==> src/rtl/xw_pkg.sv <==
// Shared types for the translation walker.
// Assumes: descriptor type codes occupy bits 1:0 at both levels.
package xw_pkg;
    // Outcome of decoding one descriptor word
    typedef enum logic [1:0] {
        DK_FAULT = 2'd0,
        DK_NEXT  = 2'd1,
        DK_LEAF  = 2'd2
    } dkind_t;

    // Walk controller states
    typedef enum logic [1:0] {
        ST_IDLE  = 2'd0,
        ST_WAIT1 = 2'd1,
        ST_WAIT2 = 2'd2,
        ST_DONE  = 2'd3
    } wstate_t;
endpackage

==> src/rtl/xw_desc_decode.sv <==
// Combinational decode of one descriptor word for a given table level.
// LEVEL=1: 01 -> next-level table, 10 -> section; LEVEL=2: 01 -> large page,
// 10 -> small page. Codes 00 and 11 are faults at both levels.
// Assumes: vaddr is the latched virtual address of the walk in progress.
module xw_desc_decode
    import xw_pkg::*;
#(
    parameter int LEVEL    = 1,
    parameter int ADDR_W   = 32,
    parameter int L2_IDX_W = 8,
    parameter int PAGE_W   = 12,
    parameter int LARGE_W  = 16,
    parameter int SECT_W   = 20
) (
    input  logic [ADDR_W-1:0] desc,
    input  logic [ADDR_W-1:0] vaddr,
    output dkind_t            kind,
    output logic [ADDR_W-1:0] paddr,
    output logic [ADDR_W-1:0] next_addr
);
    localparam int L2TBL_W = L2_IDX_W + 2;

    generate
        if (LEVEL == 1) begin : g_first
            // First-level decode: section leaf or pointer to second level
            always_comb begin
                kind      = DK_FAULT;
                paddr     = '0;
                next_addr = {desc[ADDR_W-1:L2TBL_W], vaddr[SECT_W-1:PAGE_W], 2'b00};
                case (desc[1:0])
                    2'b10: begin
                        kind  = DK_LEAF;
                        paddr = {desc[ADDR_W-1:SECT_W], vaddr[SECT_W-1:0]};
                    end
                    2'b01: kind = DK_NEXT;
                    default: kind = DK_FAULT;
                endcase
            end
        end else begin : g_second
            // Second-level decode: large or small page leaf
            always_comb begin
                kind      = DK_FAULT;
                paddr     = '0;
                next_addr = '0;
                case (desc[1:0])
                    2'b01: begin
                        kind  = DK_LEAF;
                        paddr = {desc[ADDR_W-1:LARGE_W], vaddr[LARGE_W-1:0]};
                    end
                    2'b10: begin
                        kind  = DK_LEAF;
                        paddr = {desc[ADDR_W-1:PAGE_W], vaddr[PAGE_W-1:0]};
                    end
                    default: kind = DK_FAULT;
                endcase
            end
        end
    endgenerate
endmodule

==> src/rtl/xw_walk_ctrl.sv <==
// Walk sequencer: accepts a request when idle, issues the first-level read,
// optionally the second-level read, and registers the result for one cycle.
// Assumes: memory answers each held request with one mem_rvalid pulse.
module xw_walk_ctrl
    import xw_pkg::*;
#(
    parameter int ADDR_W   = 32,
    parameter int L1_IDX_W = 12,
    parameter int SECT_W   = 20
) (
    input  logic              clk,
    input  logic              rst_n,
    input  logic              req_valid,
    input  logic [ADDR_W-1:0] req_vaddr,
    input  logic [ADDR_W-1:0] tbl_base,
    output logic              req_ready,
    output logic              mem_req,
    output logic [ADDR_W-1:0] mem_addr,
    input  logic              mem_rvalid,
    output logic [ADDR_W-1:0] va_q,
    input  dkind_t            l1_kind,
    input  logic [ADDR_W-1:0] l1_paddr,
    input  logic [ADDR_W-1:0] l1_next,
    input  dkind_t            l2_kind,
    input  logic [ADDR_W-1:0] l2_paddr,
    output logic              resp_valid,
    output logic              resp_fault,
    output logic [ADDR_W-1:0] resp_paddr
);
    localparam int TBL_LOW = L1_IDX_W + 2;

    wstate_t state;

    assign req_ready  = (state == ST_IDLE);
    assign mem_req    = (state == ST_WAIT1) || (state == ST_WAIT2);
    assign resp_valid = (state == ST_DONE);

    // Advance the walk and capture address, read target and result
    always_ff @(posedge clk) begin
        if (!rst_n) begin
            state      <= ST_IDLE;
            va_q       <= '0;
            mem_addr   <= '0;
            resp_fault <= 1'b0;
            resp_paddr <= '0;
        end else begin
            case (state)
                ST_IDLE: if (req_valid) begin
                    va_q     <= req_vaddr;
                    mem_addr <= {tbl_base[ADDR_W-1:TBL_LOW], req_vaddr[ADDR_W-1:SECT_W], 2'b00};
                    state    <= ST_WAIT1;
                end
                ST_WAIT1: if (mem_rvalid) begin
                    case (l1_kind)
                        DK_NEXT: begin
                            mem_addr <= l1_next;
                            state    <= ST_WAIT2;
                        end
                        DK_LEAF: begin
                            resp_fault <= 1'b0;
                            resp_paddr <= l1_paddr;
                            state      <= ST_DONE;
                        end
                        default: begin
                            resp_fault <= 1'b1;
                            resp_paddr <= '0;
                            state      <= ST_DONE;
                        end
                    endcase
                end
                ST_WAIT2: if (mem_rvalid) begin
                    resp_fault <= (l2_kind != DK_LEAF);
                    resp_paddr <= (l2_kind == DK_LEAF) ? l2_paddr : '0;
                    state      <= ST_DONE;
                end
                default: state <= ST_IDLE;
            endcase
        end
    end
endmodule

==> src/rtl/xlat_walker.sv <==
// Two-level translation walker top: joins the sequencer with one descriptor
// decoder per table level. Both decoders see the raw read data; the
// sequencer uses the one that matches the level being read.
// Assumes: tbl_base is aligned to the first-level table size.
module xlat_walker
    import xw_pkg::*;
#(
    parameter int ADDR_W   = 32,
    parameter int L1_IDX_W = 12,
    parameter int L2_IDX_W = 8,
    parameter int PAGE_W   = 12,
    parameter int LARGE_W  = 16
) (
    input  logic              clk,
    input  logic              rst_n,
    input  logic              req_valid,
    input  logic [ADDR_W-1:0] req_vaddr,
    input  logic [ADDR_W-1:0] tbl_base,
    output logic              req_ready,
    output logic              mem_req,
    output logic [ADDR_W-1:0] mem_addr,
    input  logic              mem_rvalid,
    input  logic [ADDR_W-1:0] mem_rdata,
    output logic              resp_valid,
    output logic              resp_fault,
    output logic [ADDR_W-1:0] resp_paddr
);
    localparam int SECT_W = ADDR_W - L1_IDX_W;

    logic [ADDR_W-1:0] va_q;
    dkind_t            l1_kind, l2_kind;
    logic [ADDR_W-1:0] l1_paddr, l1_next, l2_paddr, l2_next;

    xw_desc_decode #(.LEVEL(1), .ADDR_W(ADDR_W), .L2_IDX_W(L2_IDX_W),
                     .PAGE_W(PAGE_W), .LARGE_W(LARGE_W), .SECT_W(SECT_W))
    i_dec1 (.desc(mem_rdata), .vaddr(va_q), .kind(l1_kind),
            .paddr(l1_paddr), .next_addr(l1_next));

    xw_desc_decode #(.LEVEL(2), .ADDR_W(ADDR_W), .L2_IDX_W(L2_IDX_W),
                     .PAGE_W(PAGE_W), .LARGE_W(LARGE_W), .SECT_W(SECT_W))
    i_dec2 (.desc(mem_rdata), .vaddr(va_q), .kind(l2_kind),
            .paddr(l2_paddr), .next_addr(l2_next));

    xw_walk_ctrl #(.ADDR_W(ADDR_W), .L1_IDX_W(L1_IDX_W), .SECT_W(SECT_W))
    i_ctrl (
        .clk(clk), .rst_n(rst_n),
        .req_valid(req_valid), .req_vaddr(req_vaddr), .tbl_base(tbl_base),
        .req_ready(req_ready), .mem_req(mem_req), .mem_addr(mem_addr),
        .mem_rvalid(mem_rvalid), .va_q(va_q),
        .l1_kind(l1_kind), .l1_paddr(l1_paddr), .l1_next(l1_next),
        .l2_kind(l2_kind), .l2_paddr(l2_paddr),
        .resp_valid(resp_valid), .resp_fault(resp_fault), .resp_paddr(resp_paddr)
    );
endmodule

==> config.mk <==
export PLATFORM = sky130hd
export DESIGN_NAME = xlat_walker
export DESIGN_NICKNAME = d
export VERILOG_FILES = /design/src/rtl/xw_pkg.sv /design/src/rtl/xw_desc_decode.sv /design/src/rtl/xw_walk_ctrl.sv /design/src/rtl/xlat_walker.sv
export SDC_FILE = /design/constraint.sdc
export NUM_CORES = 1
export LEC_CHECK = 0
export ABC_AREA = 1
export CAP_MARGIN = 20
export CORE_MARGIN = 8
export CORE_UTILIZATION = 43
export CTS_BUF_LIST = sky130_fd_sc_hd__clkbuf_16
export CTS_CLUSTER_DIAMETER = 30
export DETAILED_ROUTE_END_ITERATION = 10
export PLACE_DENSITY = 0.87
export SYNTH_ARGS = -nofsm -noshare
export SYNTH_HDL_FRONTEND = slang
export SYNTH_SLANG_ARGS = --single-unit
==> constraint.sdc <==
create_clock -name clk -period 1.9 [get_ports clk]
set_clock_uncertainty 0.15 [all_clocks]
set_input_delay 0.57 -clock clk [delete_from_list [all_inputs] [get_ports clk]]
set_output_delay 0.57 -clock clk [all_outputs]
set_load 0.02 [all_outputs]
==> flow_summary.toml <==
[sta]
hold_viol = 0
fmax_mhz = 526.2
fin_crit_ns = 1.900
setup_ws_ns = -0.0004161
finalSetupViolCount = 1
hold_slack_ns = 0.3041
slew_violations = 0
fin_crit_sh = 1.000
rsz0062_at_grt = "true"

[clocking]
clk_pin_slew_worst_paths_ns = 0.06
cts_hold_buf = 0
numCtsBuffers = 9
cts.sinks = 85
cts_root_buf = "clkbuf_16"
clock_latency_ns = 0.33
h-tree-depth = 3
cts_tree = "yes"
cts_buffer_depth = 2

[die]
coreArea_um2 = 9196
die_x_um = 113.0
ios = 168
fp.dieArea_um2 = 12770
die_y_um = 113.0
start_util = 0.4401
rows = 35

[setup_path]
critPathMaxStageDelay_ns = 0.33
critical_path_class = "register to register"
cp_top_family = "buffers and inverters"
cp-start-kind = "register"
critPathMaxFanout = 12
r2r-start = "i_ctrl.state[1]"
crit_arrival_ns = 1.97
path_cells = "inv_2 > buf_4 > ha_4 > inv_2 > o21ai_1 > inv_1 > nor2_4 > bufbuf_16 > nand2_1 > nand2_1 > nor2_1"
end_kind = "register"
cp-startpoint = "i_ctrl.state[1]"
crit_slowest_cell = "dfxtp_2"
crit_buf_inv = 5
required_ns = 1.97

[synthesis]
ys_warn_count = 0
synthTopCellsByArea = "dfxtp_1 42%, nand2_1 11%, nor2_1 10%, a21boi_0 7.6%, o21ai_0 4.6%"
ys_ff_latch = 85
yosysSeqAreaShare = 0.4204
syn_area_per_cell_um2 = 7.151
syn-instance-count = 566
synth_top_area_cell = "dfxtp_1"
synth_cell_types = 24
synth_area_um2 = 4048
synth_top_area_share = 0.4204

[global_route]
grt_pass1_vias = 4316
grt_usage = 0.2070
grt_overflow = 0
grt_pass1_wl_um = 21530
grt_max_degree = 54
antenna_found_initial = 2

[power]
seqPwrFrac = 0.270
vdd_drop_max_uv = 760.1
pwr-share-clk = 0.180
combPwrFrac = 0.550
total_leakage_power_nw = 2.817
p_per_area_nw_per_um2 = 1540
p_sw_w = 0.003948
swShare = 0.4029
internal-power_w = 0.005852

[hold_path]
min_from = "i_ctrl.va_q[11]"
hold_class = "register to register"

[detailed_routing]
via_count = 4353
drtIter0Drc = 222
finalWirelength_um = 13820
vias_per_cell = 5.170
drcViolationCount = 0
drtPass1Iterations = 6
ant_nets = 0
wl_per_cell_um = 16.41

[place]
dpl.hpwl_um = 9343
port_buffers = 143
dpl_cell_area_um2 = 5713
place_congestion = 0.8255
place_ws_ns = -0.5304

[final_layout]
area_growth_pct = 57.22
drive_gt1_frac = 0.1591
nets = 833
stdcell_area_um2 = 6364

[job]
max_cap_violations = 0

[outcome]
violations = "negative setup slack"
status = "finished with violations"
cells by family after synthesis:
| logic type | count (synthesis) | synth area share |
|---|---|---|
| adders and majority gates | 9 | 0.02782 |
| other | 1 | 0.0009265 |
| and+or+nand+nor | 273 | 0.2723 |
| AOI/OAI and AO/OA | 131 | 0.2056 |
| buffers and inverters | 67 | 0.07295 |
| DFF | 85 | 0.4204 |
worst min-delay path, cell delays in order, from the launching register on:
cell and delay [ns]:
dfxtp_1 0.30, inv_1 0.06, a21oi_1 0.05
cell usage in the layout, fill, tap and decap left out, drive strengths merged:
master / Yosys / layout
nand2: 132 / 132
conb: 1 / 2
a31oi: 1 / 1
diode: 0 / 2
clkbuf: 15 / 13
clkinv: 0 / 2
ha: 9 / 9
clkinvlp: 0 / 1
nand3: 28 / 28
clkdlybuf4s50: 0 / 73
bufinv: 0 / 1
dfxtp: 85 / 85
a21oi: 39 / 39
nor2: 113 / 113
buf: 25 / 40
o21ai: 39 / 39
inv: 27 / 30
a21boi: 45 / 45
o21a: 7 / 7
dlygate4sd2: 0 / 66
bufbuf: 0 / 3
path summary, 6_finish.rpt:
| path | endpoint | slack, ns | cells past startpoint |
|---|---|---|---|
| worst max-delay path | i_ctrl.mem_addr[21] | -0.0004 | 11 |
| worst min register to register | i_ctrl.va_q[11] | 0.30 | 2 |
| worst max register to register | i_ctrl.mem_addr[21] | -0.0004 | 11 |
| worst min-delay path | i_ctrl.va_q[11] | 0.30 | 2 |
state kept, by name, summed over array words and instances (netlist names):
| signal | count |
|---|---|
| i_ctrl.resp_paddr | 32 |
| i_ctrl.va_q | 20 |
| i_ctrl.resp_fault | 1 |
| i_ctrl.state | 2 |
| i_ctrl.mem_addr | 30 |
cell usage after synthesis:
master / number
nand2_1: 122
nor2_1: 110
dfxtp_1: 85
a21boi_0: 41
o21ai_0: 37
a21oi_1: 29
nand3_1: 28
inv_1: 25
buf_2: 17
clkbuf_1: 15
a21oi_2: 10
nand2_2: 10
ha_1: 9
o21a_1: 7
a21boi_1: 4
buf_1: 4
buf_4: 3
inv_2: 2
nor2_4: 2
o21ai_2: 2
a31oi_1: 1
buf_8: 1
conb_1: 1
nor2_2: 1
layer usage:
layer	up-vias	track usage	wire (um)
met3	40	0.04420	923
met4	0	0.09147	469
met2	175	0.3651	6909
met5	-	0	0
li1	2132	-	-
met1	2006	0.2350	5519
power by group through the flow:
stage	clock network [W]	logic (W)	registers (W)
6_report	0.00177	0.00539	0.00265
5_1_grt	0.00186	0.00583	0.00271
4_1_cts	0.00180	0.00480	0.00264
3_5_place_dp	0	0.00460	0.00270
3_3_place_gp	0	0.00449	0.00265
2_1_floorplan	0	0.00214	0.00323
per-stage QoR:
step / cells / setup TNS [ns] / power [W] / utilization
6_report: 842 / -0.0004161 / 0.009800 / 0.6920
5_1_grt: 842 / -0.7506 / 0.01041 / 0.6920
4_1_cts: 832 / -0.01768 / 0.009235 / 0.6654
3_5_place_dp: 809 / -29.56 / 0.007294 / 0.6212
3_3_place_gp: 809 / -26.14 / 0.007143 / 0.6212
2_1_floorplan: 567 / 0 / 0.005365 / -
final cells by class:
| type | count | area (um2) |
|---|---|---|
| clock buffers | 9 | 225.2 |
| clock inverters | 7 | 72.57 |
| multi-input cells | 415 | 2192 |
| flip-flops and latches | 85 | 1703 |
| fillers | 754 | 2833 |
| inverters | 27 | 101.3 |
| diodes | 2 | 5.005 |
| repair buffers | 186 | 1926 |
| well taps | 111 | 138.9 |
repair_timing:
action / 4_1_cts / 5_1_grt
cloned: 4 / 4
endpoints found under the setup margin: 128 / 55
pin swaps: 3 / 7
buffers inserted: 3 / 4
resized for setup: 92 / 33
Note: power is estimated with default switching activity, not from simulation.
